## src/rtl/icap_pkg.sv

```systemverilog
package icap_pkg;
    localparam int CTL_W = 6;

    typedef enum logic [1:0] {
        RD_OPEN    = 2'd0,
        RD_HOLD_LO = 2'd1,
        RD_HOLD_HI = 2'd2
    } rd_state_e;

    typedef struct packed {
        logic       int_en;
        logic [1:0] mode;
        logic [1:0] edge_sel;
    } ch_ctl_t;
endpackage

```

## src/rtl/icap_sync_edge.sv

```systemverilog
module icap_sync_edge #(
    parameter int SYNC_STAGES = 2
) (
    input  logic       clk,
    input  logic       rst_n,
    input  logic       pin,
    input  logic       enable,
    input  logic [1:0] edge_sel,
    output logic       evt
);
    logic [SYNC_STAGES-1:0] chain;
    logic                   prev_q;
    logic                   cur;

    generate
        if (SYNC_STAGES == 1) begin : g_single
            always_ff @(posedge clk or negedge rst_n) begin
                if (!rst_n) chain <= '0;
                else        chain <= pin;
            end
        end else begin : g_multi
            always_ff @(posedge clk or negedge rst_n) begin
                if (!rst_n) chain <= '0;
                else        chain <= {chain[SYNC_STAGES-2:0], pin};
            end
        end
    endgenerate

    assign cur = chain[SYNC_STAGES-1];

    always_ff @(posedge clk or negedge rst_n) begin
        if (!rst_n) prev_q <= 1'b0;
        else        prev_q <= cur;
    end

    always_comb begin
        evt = enable && ((edge_sel[0] && cur && !prev_q) ||
                         (edge_sel[1] && !cur && prev_q));
    end
endmodule

```

## src/rtl/icap_coherent_rd.sv

```systemverilog
module icap_coherent_rd
    import icap_pkg::*;
#(
    parameter int BYTE_W = 8,
    localparam int CNT_W = 2 * BYTE_W
) (
    input  logic              clk,
    input  logic              rst_n,
    input  logic [CNT_W-1:0]  live,
    input  logic              rd_hi,
    input  logic              rd_lo,
    input  logic              clr,
    output logic [BYTE_W-1:0] rd_data,
    output rd_state_e         state
);
    rd_state_e         nxt;
    logic [BYTE_W-1:0] buf_q;
    logic [BYTE_W-1:0] live_hi;
    logic [BYTE_W-1:0] live_lo;

    assign live_hi = live[CNT_W-1:BYTE_W];
    assign live_lo = live[BYTE_W-1:0];

    always_ff @(posedge clk or negedge rst_n) begin
        if (!rst_n) state <= RD_OPEN;
        else        state <= nxt;
    end

    always_comb begin
        nxt = state;
        unique case (state)
            RD_OPEN: begin
                if (rd_hi)      nxt = RD_HOLD_LO;
                else if (rd_lo) nxt = RD_HOLD_HI;
            end
            RD_HOLD_LO: begin
                if (rd_lo && !rd_hi) nxt = RD_OPEN;
            end
            RD_HOLD_HI: begin
                if (rd_hi) nxt = RD_OPEN;
            end
            default: nxt = RD_OPEN;
        endcase
        if (clr) nxt = RD_OPEN;
    end

    always_ff @(posedge clk or negedge rst_n) begin
        if (!rst_n) begin
            buf_q <= '0;
        end else if (!clr && state == RD_OPEN) begin
            if (rd_hi)      buf_q <= live_lo;
            else if (rd_lo) buf_q <= live_hi;
        end
    end

    always_comb begin
        rd_data = '0;
        if (rd_hi)      rd_data = (state == RD_HOLD_HI) ? buf_q : live_hi;
        else if (rd_lo) rd_data = (state == RD_HOLD_LO) ? buf_q : live_lo;
    end
endmodule

```

## src/rtl/icap_channel.sv

```systemverilog
module icap_channel
    import icap_pkg::*;
#(
    parameter int BYTE_W      = 8,
    parameter int SYNC_STAGES = 2,
    localparam int CNT_W      = 2 * BYTE_W
) (
    input  logic              clk,
    input  logic              rst_n,
    input  logic [CNT_W-1:0]  cnt_val,
    input  logic              pair_dual_en,
    input  logic              pair_combine,
    input  logic              cnt_centre,
    input  logic              ch_pin,
    input  logic              ctl_wr,
    input  logic [CTL_W-1:0]  ctl_wdata,
    input  logic              val_wr_hi,
    input  logic              val_wr_lo,
    input  logic [BYTE_W-1:0] val_wdata,
    input  logic              rd_hi,
    input  logic              rd_lo,
    output logic [BYTE_W-1:0] rd_data,
    output logic              ch_flag,
    output logic              ch_irq
);
    ch_ctl_t          ctl_q;
    logic             cap_mode;
    logic             cap_evt;
    logic [CNT_W-1:0] cap_val;
    rd_state_e        rd_state;

    always_ff @(posedge clk or negedge rst_n) begin
        if (!rst_n)      ctl_q <= '0;
        else if (ctl_wr) ctl_q <= ch_ctl_t'(ctl_wdata[CTL_W-2:0]);
    end

    always_comb begin
        cap_mode = !pair_dual_en && !pair_combine && !cnt_centre &&
                   (ctl_q.mode == 2'b00) && (ctl_q.edge_sel != 2'b00);
    end

    icap_sync_edge #(
        .SYNC_STAGES (SYNC_STAGES)
    ) u_edge (
        .clk      (clk),
        .rst_n    (rst_n),
        .pin      (ch_pin),
        .enable   (cap_mode),
        .edge_sel (ctl_q.edge_sel),
        .evt      (cap_evt)
    );

    always_ff @(posedge clk or negedge rst_n) begin
        if (!rst_n) begin
            cap_val <= '0;
        end else if (cap_evt) begin
            cap_val <= cnt_val;
        end else if (!cap_mode) begin
            if (val_wr_hi) cap_val[CNT_W-1:BYTE_W] <= val_wdata;
            if (val_wr_lo) cap_val[BYTE_W-1:0]     <= val_wdata;
        end
    end

    always_ff @(posedge clk or negedge rst_n) begin
        if (!rst_n)                           ch_flag <= 1'b0;
        else if (cap_evt)                     ch_flag <= 1'b1;
        else if (ctl_wr && !ctl_wdata[CTL_W-1]) ch_flag <= 1'b0;
    end

    assign ch_irq = ch_flag && ctl_q.int_en;

    icap_coherent_rd #(
        .BYTE_W (BYTE_W)
    ) u_rd (
        .clk     (clk),
        .rst_n   (rst_n),
        .live    (cap_val),
        .rd_hi   (rd_hi),
        .rd_lo   (rd_lo),
        .clr     (ctl_wr),
        .rd_data (rd_data),
        .state   (rd_state)
    );
endmodule

```

## config.mk

```make
export PLATFORM = sky130hd
export DESIGN_NAME = icap_channel
export DESIGN_NICKNAME = d
export VERILOG_FILES = /design/src/rtl/icap_pkg.sv /design/src/rtl/icap_sync_edge.sv /design/src/rtl/icap_coherent_rd.sv /design/src/rtl/icap_channel.sv
export SDC_FILE = /design/constraint.sdc
export NUM_CORES = 1
export LEC_CHECK = 0
export ABC_AREA = 1
export ABC_CLOCK_PERIOD_IN_PS = 2100
export CORE_MARGIN = 2
export CORE_UTILIZATION = 55
export CTS_BUF_LIST = sky130_fd_sc_hd__clkbuf_2 sky130_fd_sc_hd__clkbuf_4 sky130_fd_sc_hd__clkbuf_8
export CTS_CLUSTER_SIZE = 20
export DETAILED_ROUTE_END_ITERATION = 8
export DONT_BUFFER_PORTS = 1
export GPL_ROUTABILITY_DRIVEN = 0
export PLACE_DENSITY = 0.71
export SLEW_MARGIN = 30
export SYNTH_ARGS = -nofsm -noshare
export SYNTH_HDL_FRONTEND = slang
export SYNTH_SLANG_ARGS = --single-unit
```

## constraint.sdc

```tcl
create_clock -name clk -period 2.1 [get_ports clk]
set_clock_uncertainty 0.15 [all_clocks]
set_input_delay 0.21 -clock clk [delete_from_list [all_inputs] [get_ports clk]]
set_output_delay 0.21 -clock clk [all_outputs]
set_load 0.1 [all_outputs]
```

==> impl_summary.md <==
Layout
The number of nets in the layout is 349. The layout has 206 filler cells. The repair_antennas step left the layout with diodes totalling 0. The synthesis-to-finish area growth is 41.7%. The multi-input gate area in the final layout is 1090 µm². The area occupied by registers is 876 µm². The share of layout cells above drive strength 1 is 21.0%. The finished cells cover 2780 µm². The number of standard cells in the final layout excluding fillers is 355.

Setup path
The critical path goes through nor2_1 > buf_4 > clkinvlp_4 > nor2_2 > o22ai_2 > buf_12. The type of element capturing the critical path is a primary output. The depth of the most critical reg-to-reg path is 8. The arrival time reported for the critical path endpoint is 1680 ps. Setup slack on the worst reg-to-reg path comes out at 70 ps. The worst register-to-register path begins at u_edge.chain[1]. Together, buffers and inverters on the worst path number 3. The largest single stage delay on the critical path is 410 ps. The kind of cell adding the most delay to the critical path is buffers and inverters. In this run the number of cells on the critical path is 6. The cell type of the slowest stage on the worst timing path is sky130_fd_sc_hd__dfrtp_1. The required time at the endpoint of the critical path is 1740 ps. The category of the most critical setup path is register to primary output. The startpoint kind of the worst setup timing path is a register. In this run the critical register-to-register path is captured at cap_val[1].

The largest fanout on the critical path is 8.

GRT
The wire length of the first global-routing pass is 8720 µm. The total congestion overflow is 0. The pin count of the biggest net entering global routing is 36. The number of global-route vias before repair is 1910.

The overall fraction of global-route tracks in use is 27.8%. The initial antenna violation count is 0.

Pwr
Net switching is 36.5% of the power. The worst-case IR drop observed on VDD is 488 µV. Dividing total power by cell area gives a power density of 663 nW/µm². In this run, flip-flops and latches consume 45.3% of the power. The analysis attributes to cell leakage a power of 1.31 nW. The clock network burns 20.4% of the power. Combinational logic is responsible for 34.3% of the overall power. The switching power is 0.673 mW.

The internal power is 1.17 mW.

Placed design
The cell area after placement is 2230 µm². The total placed cells including tap cells is 305. The count of buffers inserted at the top-level ports is 0. Once detailed placement completed, the half-perimeter wirelength came to 3090 µm.

Die
Measured along the x axis, the die boundary spans 63.7 µm. After floorplanning, the core was divided into 21 placement rows. The core footprint is 3390 µm². The starting utilization of the core area is 57.9%. The chip height is 63.7 µm. The top-level I/O count is 51. The floorplan die area is 4060 µm².

Hold path
The worst hold path terminates at u_rd.state[0]. The worst hold path was traced through 2 stages. The startpoint of the worst hold path is rd_hi.

The type of the most critical hold path is primary input to register.

STA
The number of pins exceeding their max-slew limit in the final report was 0. The relative slew slack is 67.0%. The shortest clock period the worst path allows after layout is 2040 ps. Setup repair after global routing could not meet its margin everywhere. The count of final setup violators is 0. Static timing analysis puts the maximum clock frequency at 491 MHz.

The final period utilization is 96.9%. The slew at the pin with the worst max-slew slack is 493 ps. The final hold violation count is 0.

Routing
The per-cell routed wire length is 15.6 µm. For this block, the routed nets add up to 5540 µm of wire. In this run the remaining antenna-violating nets after routing total 0. The routed layout has 1999 vias.

The post-detailed-route DRC marker count is 0. Before antenna repair, the detailed router went through 4 iterations. In the routed layout, each cell is associated on average with a via count of 5.63. The first routing iteration left 142 violations.

Yosys
The most instantiated library cell after synthesis is sky130_fd_sc_hd__nand2_1. The instance count of the mapped netlist is 253. In this run the cell area of the synthesized design comes to 1960 µm². The number of synthesis warnings is 0. In this run, synthesis produced a sequential element count of 35. The async set-reset flop share out of synthesis is 100%. By count the netlist is led by sky130_fd_sc_hd__nand2_1, sky130_fd_sc_hd__dfrtp_1, sky130_fd_sc_hd__nand3_1.

The count of different cell masters after synthesis is 24. The share of the yosys chip area belonging to registers is 44.6%. When the netlist entered floorplanning its net count stood at 294. The top cell type's share of synthesized area is 44.6%.

Ranked by total cell area, the synthesized netlist is headed by sky130_fd_sc_hd__dfrtp_1, sky130_fd_sc_hd__nand2_1, sky130_fd_sc_hd__nand3_1. The most used flip-flop cell after synthesis is sky130_fd_sc_hd__dfrtp_1. Dividing the synthesized area by the synthesized cell count gives 7.75 µm². Of all cell types, the one taking the most synthesized area is sky130_fd_sc_hd__dfrtp_1.

The number of enable-type register cells in the synthesized netlist is 0.

Clock tree
The H-tree depth is 2. The number of buffers on the longest clock path is 2. The clock sink count is 35. The clock tree from TritonCTS is built. Clock tree synthesis selected as its root buffer the cell sky130_fd_sc_hd__clkbuf_4. The total CTS buffers is 5.

After clock tree synthesis, the clock-pin slew on the worst setup and hold paths is 100 ps. For the worst-skew pair, the clock arrives at the later sink with an insertion delay of 330 ps.

Status
The run finished with clean final reports.

Run
Across the run, the number of max-cap violations was 0.
power by group through the flow:
stage | clock network, mW | registers, mW | logic, mW
6_report | 0.376 | 0.835 | 0.632
5_1_grt | 0.411 | 0.848 | 0.675
3_5_place_dp | 0 | 0.839 | 0.517
4_1_cts | 0.379 | 0.825 | 0.602
2_1_floorplan | 0 | 0.819 | 0.385
3_3_place_gp | 0 | 0.835 | 0.511
area by class of cell:
| cell class | instances | area share [%] |
|---|---|---|
| clock inverter | 1 | 0.180 |
| timing repair buffer | 55 | 23.4 |
| sequential | 35 | 31.5 |
| inverter | 13 | 1.89 |
| tap | 46 | 2.07 |
| clock buffer | 7 | 1.89 |
| multi-input combinational | 198 | 39.1 |
repair_timing:
item                       in CTS  in global routing
hold buffers                   38                  0
buffers inserted                0                  3
cloned                          0                  1
gates resized for setup         1                 17
hold endpoints to repair       68                  0
setup endpoints to repair       6                 18
pin swaps                       0                  4
worst max-delay path by stage:
stage	start	endpoint	slack, ps
CTS	ctl_q[3]	cap_val[15]	50
floorplan	u_rd.state[1]	rd_data[2]	40
finish	u_rd.state[0]	rd_data[4]	60
global route	u_rd.state[0]	rd_data[4]	-40
global placement	u_rd.state[1]	rd_data[1]	410
detailed placement	u_rd.state[1]	rd_data[5]	360
cells in the final DEF (no fill, tap or decap), drive strengths merged:
master       count
nand2           87
dlygate4sd3     37
dfrtp           35
nand3           33
o21ai           28
nor2            22
buf             18
inv             12
o22ai            8
o21a             8
or2              8
clkbuf           7
clkinvlp         1
nand3b           1
a21oi            1
o32ai            1
o2111ai          1
clkinv           1
logic make-up after synthesis:
logic type	count (synthesis)	synth area share, %
flip-flops	35	44.6
AND/OR/NAND/NOR	150	35.4
buffers and inverters	21	5.48
AO/OA/AOI/OAI	47	14.5
per-stage QoR:
step                      setup WS (ps)  utilization, %  hold WS (ps)  setup TNS, ps  total power [mW]
after floorplan                    44.0               -          -236              0              1.20
after global routing              -35.3            82.0           165           -148              1.93
after CTS                          52.5            79.1           136              0              1.81
final                              64.1            82.0           138              0              1.84
after global placement              412            65.7          -235              0              1.35
after detailed placement            357            65.7          -235              0              1.36
metal layers:
layer / track usage, % / up-vias / wire length (µm)
met5: 0 / - / 0
met4: 12.2 / 0 / 107
met3: 6.43 / 12 / 458
met2: 44.7 / 105 / 2800
met1: 35.7 / 930 / 2170
li1: - / 952 / -
sequential cells by signal (all words and copies together) (netlist names):
register       cells
ch_flag            1
u_edge.chain       2
u_rd.state         2
cap_val           16
u_edge.prev_q      1
ctl_q              5
u_rd.buf_q         8
Power figures use the tool's default switching activity.
